### src/rtl/dma_bp_pkg.sv
package dma_bp_pkg;

    typedef enum logic [1:0] {
        ST_IDLE  = 2'd0,
        ST_XFER  = 2'd1,
        ST_PAUSE = 2'd2,
        ST_DONE  = 2'd3
    } dma_state_e;

endpackage

### src/rtl/dma_bp_ctrl.sv
module dma_bp_ctrl
    import dma_bp_pkg::*;
(
    input  logic       clk,
    input  logic       rst_n,
    input  logic       req,
    input  logic       cfg_pause_en,
    input  logic       len_zero,
    input  logic       last_word,
    input  logic       burst_end,
    output dma_state_e state,
    output logic       load,
    output logic       reload,
    output logic       beat
);

    typedef struct packed {
        dma_state_e st;
        logic       armed;    // request seen low while paused
        logic       block;    // first idle cycle after done
        logic       pause_en; // captured mode
    } ctrl_t;

    ctrl_t ctrl_d, ctrl_q;

    always_comb begin
        ctrl_d = ctrl_q;
        load   = 1'b0;
        reload = 1'b0;
        beat   = 1'b0;
        case (ctrl_q.st)
            ST_IDLE: begin
                if (ctrl_q.block) begin
                    ctrl_d.block = 1'b0;
                end else if (req) begin
                    load            = 1'b1;
                    ctrl_d.pause_en = cfg_pause_en;
                    ctrl_d.st       = len_zero ? ST_DONE : ST_XFER;
                end
            end
            ST_XFER: begin
                beat = 1'b1;
                if (last_word) begin
                    ctrl_d.st = ST_DONE;          // completion wins over pause
                end else if (ctrl_q.pause_en && burst_end) begin
                    ctrl_d.st    = ST_PAUSE;
                    ctrl_d.armed = 1'b0;
                end
            end
            ST_PAUSE: begin
                if (!req) begin
                    ctrl_d.armed = 1'b1;
                end else if (ctrl_q.armed) begin
                    reload       = 1'b1;
                    ctrl_d.armed = 1'b0;
                    ctrl_d.st    = ST_XFER;
                end
            end
            ST_DONE: begin
                ctrl_d.st    = ST_IDLE;
                ctrl_d.block = 1'b1;
            end
            default: ctrl_d.st = ST_IDLE;
        endcase
    end

    always_ff @(posedge clk) begin
        if (!rst_n) ctrl_q <= '0;
        else        ctrl_q <= ctrl_d;
    end

    assign state = ctrl_q.st;

endmodule

### src/rtl/dma_bp_count.sv
module dma_bp_count #(
    parameter int LW  = 16,
    parameter int BW  = 12,
    parameter int BSH = 2
) (
    input  logic          clk,
    input  logic          rst_n,
    input  logic          load,
    input  logic          reload,
    input  logic          beat,
    input  logic [LW-1:0] cfg_len,
    input  logic [BW-1:0] cfg_burst_bytes,
    output logic          last_word,
    output logic          burst_end
);

    typedef struct packed {
        logic [LW-1:0] rem;
        logic [BW-1:0] left;
        logic [BW-1:0] size;
    } cnt_t;

    cnt_t cnt_d, cnt_q;
    logic [BW-1:0] words_cfg;
    logic [BW-1:0] words_eff;

    always_comb begin
        words_cfg = cfg_burst_bytes >> BSH;
        words_eff = (words_cfg == '0) ? BW'(1) : words_cfg;
    end

    always_comb begin
        cnt_d = cnt_q;
        if (load) begin
            cnt_d.rem  = cfg_len;
            cnt_d.size = words_eff;
            cnt_d.left = words_eff;
        end else if (reload) begin
            cnt_d.left = cnt_q.size;
        end else if (beat) begin
            cnt_d.rem  = cnt_q.rem - LW'(1);
            cnt_d.left = cnt_q.left - BW'(1);
        end
    end

    always_ff @(posedge clk) begin
        if (!rst_n) cnt_q <= '0;
        else        cnt_q <= cnt_d;
    end

    assign last_word = (cnt_q.rem == LW'(1));
    assign burst_end = (cnt_q.left == BW'(1));

endmodule

### src/rtl/dma_bp_addr.sv
module dma_bp_addr #(
    parameter int AW = 16
) (
    input  logic          clk,
    input  logic          rst_n,
    input  logic          load,
    input  logic          beat,
    input  logic [AW-1:0] cfg_base,
    output logic [AW-1:0] addr
);

    logic [AW-1:0] addr_d, addr_q;

    always_comb begin
        addr_d = addr_q;
        if (load)      addr_d = cfg_base;
        else if (beat) addr_d = addr_q + AW'(1);
    end

    always_ff @(posedge clk) begin
        if (!rst_n) addr_q <= '0;
        else        addr_q <= addr_d;
    end

    assign addr = addr_q;

endmodule

### src/rtl/dma_burst_pause.sv
module dma_burst_pause
    import dma_bp_pkg::*;
#(
    parameter int AW = 16,
    parameter int DW = 32,
    parameter int LW = 16,
    parameter int BW = 12
) (
    input  logic          clk,
    input  logic          rst_n,
    input  logic [AW-1:0] cfg_base,
    input  logic [LW-1:0] cfg_len,
    input  logic [BW-1:0] cfg_burst_bytes,
    input  logic          cfg_pause_en,
    input  logic          xreq,
    output logic          xack,
    output logic          xdone,
    output logic          rd_en,
    output logic [AW-1:0] rd_addr,
    input  logic [DW-1:0] rd_data,
    output logic          out_valid,
    output logic [DW-1:0] out_data
);

    localparam int BYTES = DW / 8;
    localparam int BSH   = $clog2(BYTES);

    dma_state_e state;
    logic load, reload, beat;
    logic last_word, burst_end;
    logic valid_d, valid_q;

    dma_bp_ctrl u_ctrl (
        .clk          (clk),
        .rst_n        (rst_n),
        .req          (xreq),
        .cfg_pause_en (cfg_pause_en),
        .len_zero     (cfg_len == '0),
        .last_word    (last_word),
        .burst_end    (burst_end),
        .state        (state),
        .load         (load),
        .reload       (reload),
        .beat         (beat)
    );

    dma_bp_count #(.LW(LW), .BW(BW), .BSH(BSH)) u_count (
        .clk             (clk),
        .rst_n           (rst_n),
        .load            (load),
        .reload          (reload),
        .beat            (beat),
        .cfg_len         (cfg_len),
        .cfg_burst_bytes (cfg_burst_bytes),
        .last_word       (last_word),
        .burst_end       (burst_end)
    );

    dma_bp_addr #(.AW(AW)) u_addr (
        .clk      (clk),
        .rst_n    (rst_n),
        .load     (load),
        .beat     (beat),
        .cfg_base (cfg_base),
        .addr     (rd_addr)
    );

    always_comb valid_d = beat;

    always_ff @(posedge clk) begin
        if (!rst_n) valid_q <= 1'b0;
        else        valid_q <= valid_d;
    end

    assign rd_en     = beat;
    assign xack      = (state == ST_XFER);
    assign xdone     = (state == ST_DONE);
    assign out_valid = valid_q;
    assign out_data  = rd_data;

endmodule

### config.mk
export PLATFORM = sky130hd
export DESIGN_NAME = dma_burst_pause
export DESIGN_NICKNAME = d
export VERILOG_FILES = /design/src/rtl/dma_bp_pkg.sv /design/src/rtl/dma_bp_ctrl.sv /design/src/rtl/dma_bp_count.sv /design/src/rtl/dma_bp_addr.sv /design/src/rtl/dma_burst_pause.sv
export SDC_FILE = /design/constraint.sdc
export NUM_CORES = 1
export LEC_CHECK = 0
export CORE_ASPECT_RATIO = 0.9
export CORE_MARGIN = 4
export CORE_UTILIZATION = 50
export DETAILED_ROUTE_END_ITERATION = 7
export DONT_BUFFER_PORTS = 1
export SLEW_MARGIN = 20
export SYNTH_ARGS = -nofsm -noshare
export SYNTH_HDL_FRONTEND = slang
export SYNTH_SLANG_ARGS = --single-unit
### constraint.sdc
create_clock -name clk -period 2.3 [get_ports clk]
set_clock_uncertainty 0.15 [all_clocks]
set_input_delay 0.345 -clock clk [delete_from_list [all_inputs] [get_ports clk]]
set_output_delay 0.345 -clock clk [all_outputs]
set_load 0.005 [all_outputs]
==> run metrics <==
switching share of power=40.88%; row cnt=28; worst r2r dst=u_count.cnt_q[20]; clock root cell=clkbuf_8; PortBufs=0; commonest non-fill, non-tap cells in the layout=dfxtp_1, nand2_1, a21oi_1; simple-gate area share of the yosys netlist=22.48%; via/cell ratio=5.782; crit path capture type=flip-flop; Starting Density=51.92%; Tot Pwr=0.004370 W; core area=6656 um^2; post-route ant nets=0; setup bufs post-CTS=0; peak fanout along the critical path=8; clock network power share=18.2%; Req. time, crit path=2.37 ns; Gate Count Post-Synth=423; Reg2Reg Setup Slack=0.17 ns; share of post-route cells with drive strength above 1=10.59%; total congestion overflow=0; Synth Register Bits=60; reg2reg path depth=7; main combinational cell family by area after synthesis=simple AND/OR/NAND/NOR gates; Logic pwr share=43.8%; Synth Cell Area=3456 um^2; Diodes inserted=0; DR iter-0 viols=145; routed len/inst=16.81 um; Psw=0.001786 W; initial antenna violation count=0; final WL=8.339 mm; Inst Count DP=478; vias after detailed routing=2,868; TritonCTS clock tree=built; I/O pin count=132; status=finished clean; yosys warns=0; most common cell after layout, fill and taps aside=dfxtp_1; DRC violations left=0; max_slew headroom=45.32%; clock latency on the worst-skew pair=0.34 ns; fin cells=496; Slew @ Worst Pin=0.8176 ns; FF-to-FF Start=u_ctrl.state[1]; vias in the first global route=2,710; synthesis-to-layout area growth=3.657%; MaxCap Viol Count=0; Max Root-Sink Buffers=2; GRT Total Usage=20.89%; Sink Count=60; Power Dens Cells=1220 nW/um^2; sequential share of the synthesized area=34.76%; P_int=0.002584 W; Worst Hold Depth=2; Pre-antenna DRT Iters=4; Layout Nets=493; Post-Syn Area per Cell=8.170 um^2; hold path startpoint=rst_n; Worst Hold End=u_count.cnt_q[14]; FMAX=470.2 MHz; max-slew violations=0; Fin. Hold Viols=0; leakage=1.288 nW; fin crit share=92.47%; depth of the CTS H-tree=3; setup TNS=0 ns; height of the chip=86.87 um; sequential power share=38.1%; Netlist cell types=45; dpl hpwl=5.829 mm; xor-xnor portion of the synthesized cell area=9.377%; CP Class=reg -> reg; critical path launch point type=flip-flop; first-pass GRT wire length=13.39 mm; CTS Buf Count=9; endpoints failing setup=0; die area=8308 um^2; HP Class=in -> reg; syn_nets=513; Clk pin slew, worst setup/hold paths=0.06 ns; RSZ-0062 raised after global routing=no; adder-cell share of the synthesized area=3.621%; final worst path period need=2.127 ns; Core Util, Final=53.82%; worst vdd ir=0.6019 mV; largest net degree at the start of global routing=31; post-synthesis mux area share=1.159%; placer congestion estimate=0.8245; Compound-Gate Fraction of Synth Area=17.74%; crit path DAT=2.20 ns; Die X=95.64 um
registers in the layout, indices dropped and copies added (netlist names):
signal / cells
out_valid: 1
u_addr.addr: 16
u_count.cnt_q: 38
u_ctrl.ctrl_q: 3
u_ctrl.state: 2
layout make-up:
cell class                      instances  area (um^2)
Clock buffer                           11        141.4
Clock inverter                          3        15.01
Fill cell                             669         3074
Inverter                               11        41.29
Multi-Input combinational cell        298         1888
Sequential cell                        60         1201
Tap cell                               90        112.6
Timing Repair Buffer                   23        182.7
cells in the mapped netlist (all sizes together):
library cell  count  area, um^2
clkbuf           18       67.56
nand3            12       60.06
or2               1       6.260
nor4b             4       56.30
o211ai            3       22.52
xnor2            20       175.2
nand4             7       43.79
and3              5       31.28
o21ai            34       170.2
or4               6       48.80
a21oi            35       175.2
nor4bb            1       10.01
and2              1       6.260
dfxtp            60        1201
nor4             11       87.59
or3               6       37.54
and3b             1       8.760
buf              36       266.5
nand2            40       150.1
o221ai            5       43.79
ha               10       125.1
a2111oi           1       15.01
a41oi             2       17.52
and4              3       26.28
o31ai             1       7.510
a311oi            2       17.52
a21boi            1       7.510
nand3b            2       15.01
mux2i             4       40.04
xor2             17       148.9
nor2             34       127.6
a211oi           15       117.6
a31oi             3       18.77
inv              11       41.29
nor2b             1       6.260
nor3             10       55.05
stage by stage:
step | cell area [um^2] | setup WS [ns] | hold WS (ns)
global route | 3582 | 0.02362 | 0.002668
floorplan | 3456 | 0.2141 | 0.2812
detailed placement | 3377 | 0.1254 | 0.2994
finish | 3582 | 0.1731 | 0.01814
global placement | 3377 | 0.1730 | 0.2926
CTS | 3573 | 0.1205 | 0.003811
worst max-delay path: stages (launching register included):
cell      delay (ns)
dfxtp_1         0.34
inv_1           0.11
ha_1            0.35
inv_1           0.19
nor2_1          0.35
o31ai_1         0.17
a311oi_1        0.27
nor3_1          0.08
power by group through the flow:
stage / clock network [W] / logic (W) / registers [W]
floorplan: 0 / 0.00149 / 0.00161
global placement: 0 / 0.00186 / 0.00167
detailed placement: 0 / 0.00187 / 0.00168
CTS: 0.000818 / 0.00191 / 0.00166
global route: 0.000865 / 0.00215 / 0.00171
finish: 0.000794 / 0.00191 / 0.00166
metal layers:
metal / track usage, % / part of all wire, % / vias up
met3: 6.828 / 9.4 / 28
met2: 29.80 / 42 / 96
met4: 5.814 / 1.4 / 0
li1: - / - / 1435
met1: 30.03 / 47 / 1309
met5: 0 / 0 / -
timing repair:
item / CTS / global route
endpoints found under the hold margin: 23 / 0
resized for setup: 0 / 2
hold buffers: 4 / 0
endpoints found under the setup margin: 0 / 4
cells by family (layout without fill, tap and decap cells):
family / after synthesis / in the layout
flip-flops: 60 / 60
AO/OA/AOI/OAI: 102 / 102
multiplexers: 4 / 4
adder cells (fa/ha/maj): 10 / 10
buffers and inverters: 65 / 48
AND/OR/NAND/NOR: 145 / 145
XOR/XNOR: 37 / 37
how the worst max path moves through the flow:
stage                                from  cells after the start  slack (ns)           endpoint
final                     u_ctrl.state[1]                      7        0.17  u_count.cnt_q[20]
after global routing      u_ctrl.state[1]                      7        0.02  u_count.cnt_q[20]
after CTS                 u_ctrl.state[0]                      9        0.12  u_count.cnt_q[36]
after detailed placement  u_ctrl.state[0]                      9        0.13  u_count.cnt_q[36]
after global placement    u_ctrl.state[0]                      9        0.17  u_count.cnt_q[36]
after floorplan           u_ctrl.state[0]                      7        0.21  u_count.cnt_q[29]
Note: power is estimated with default switching activity, not from simulation.
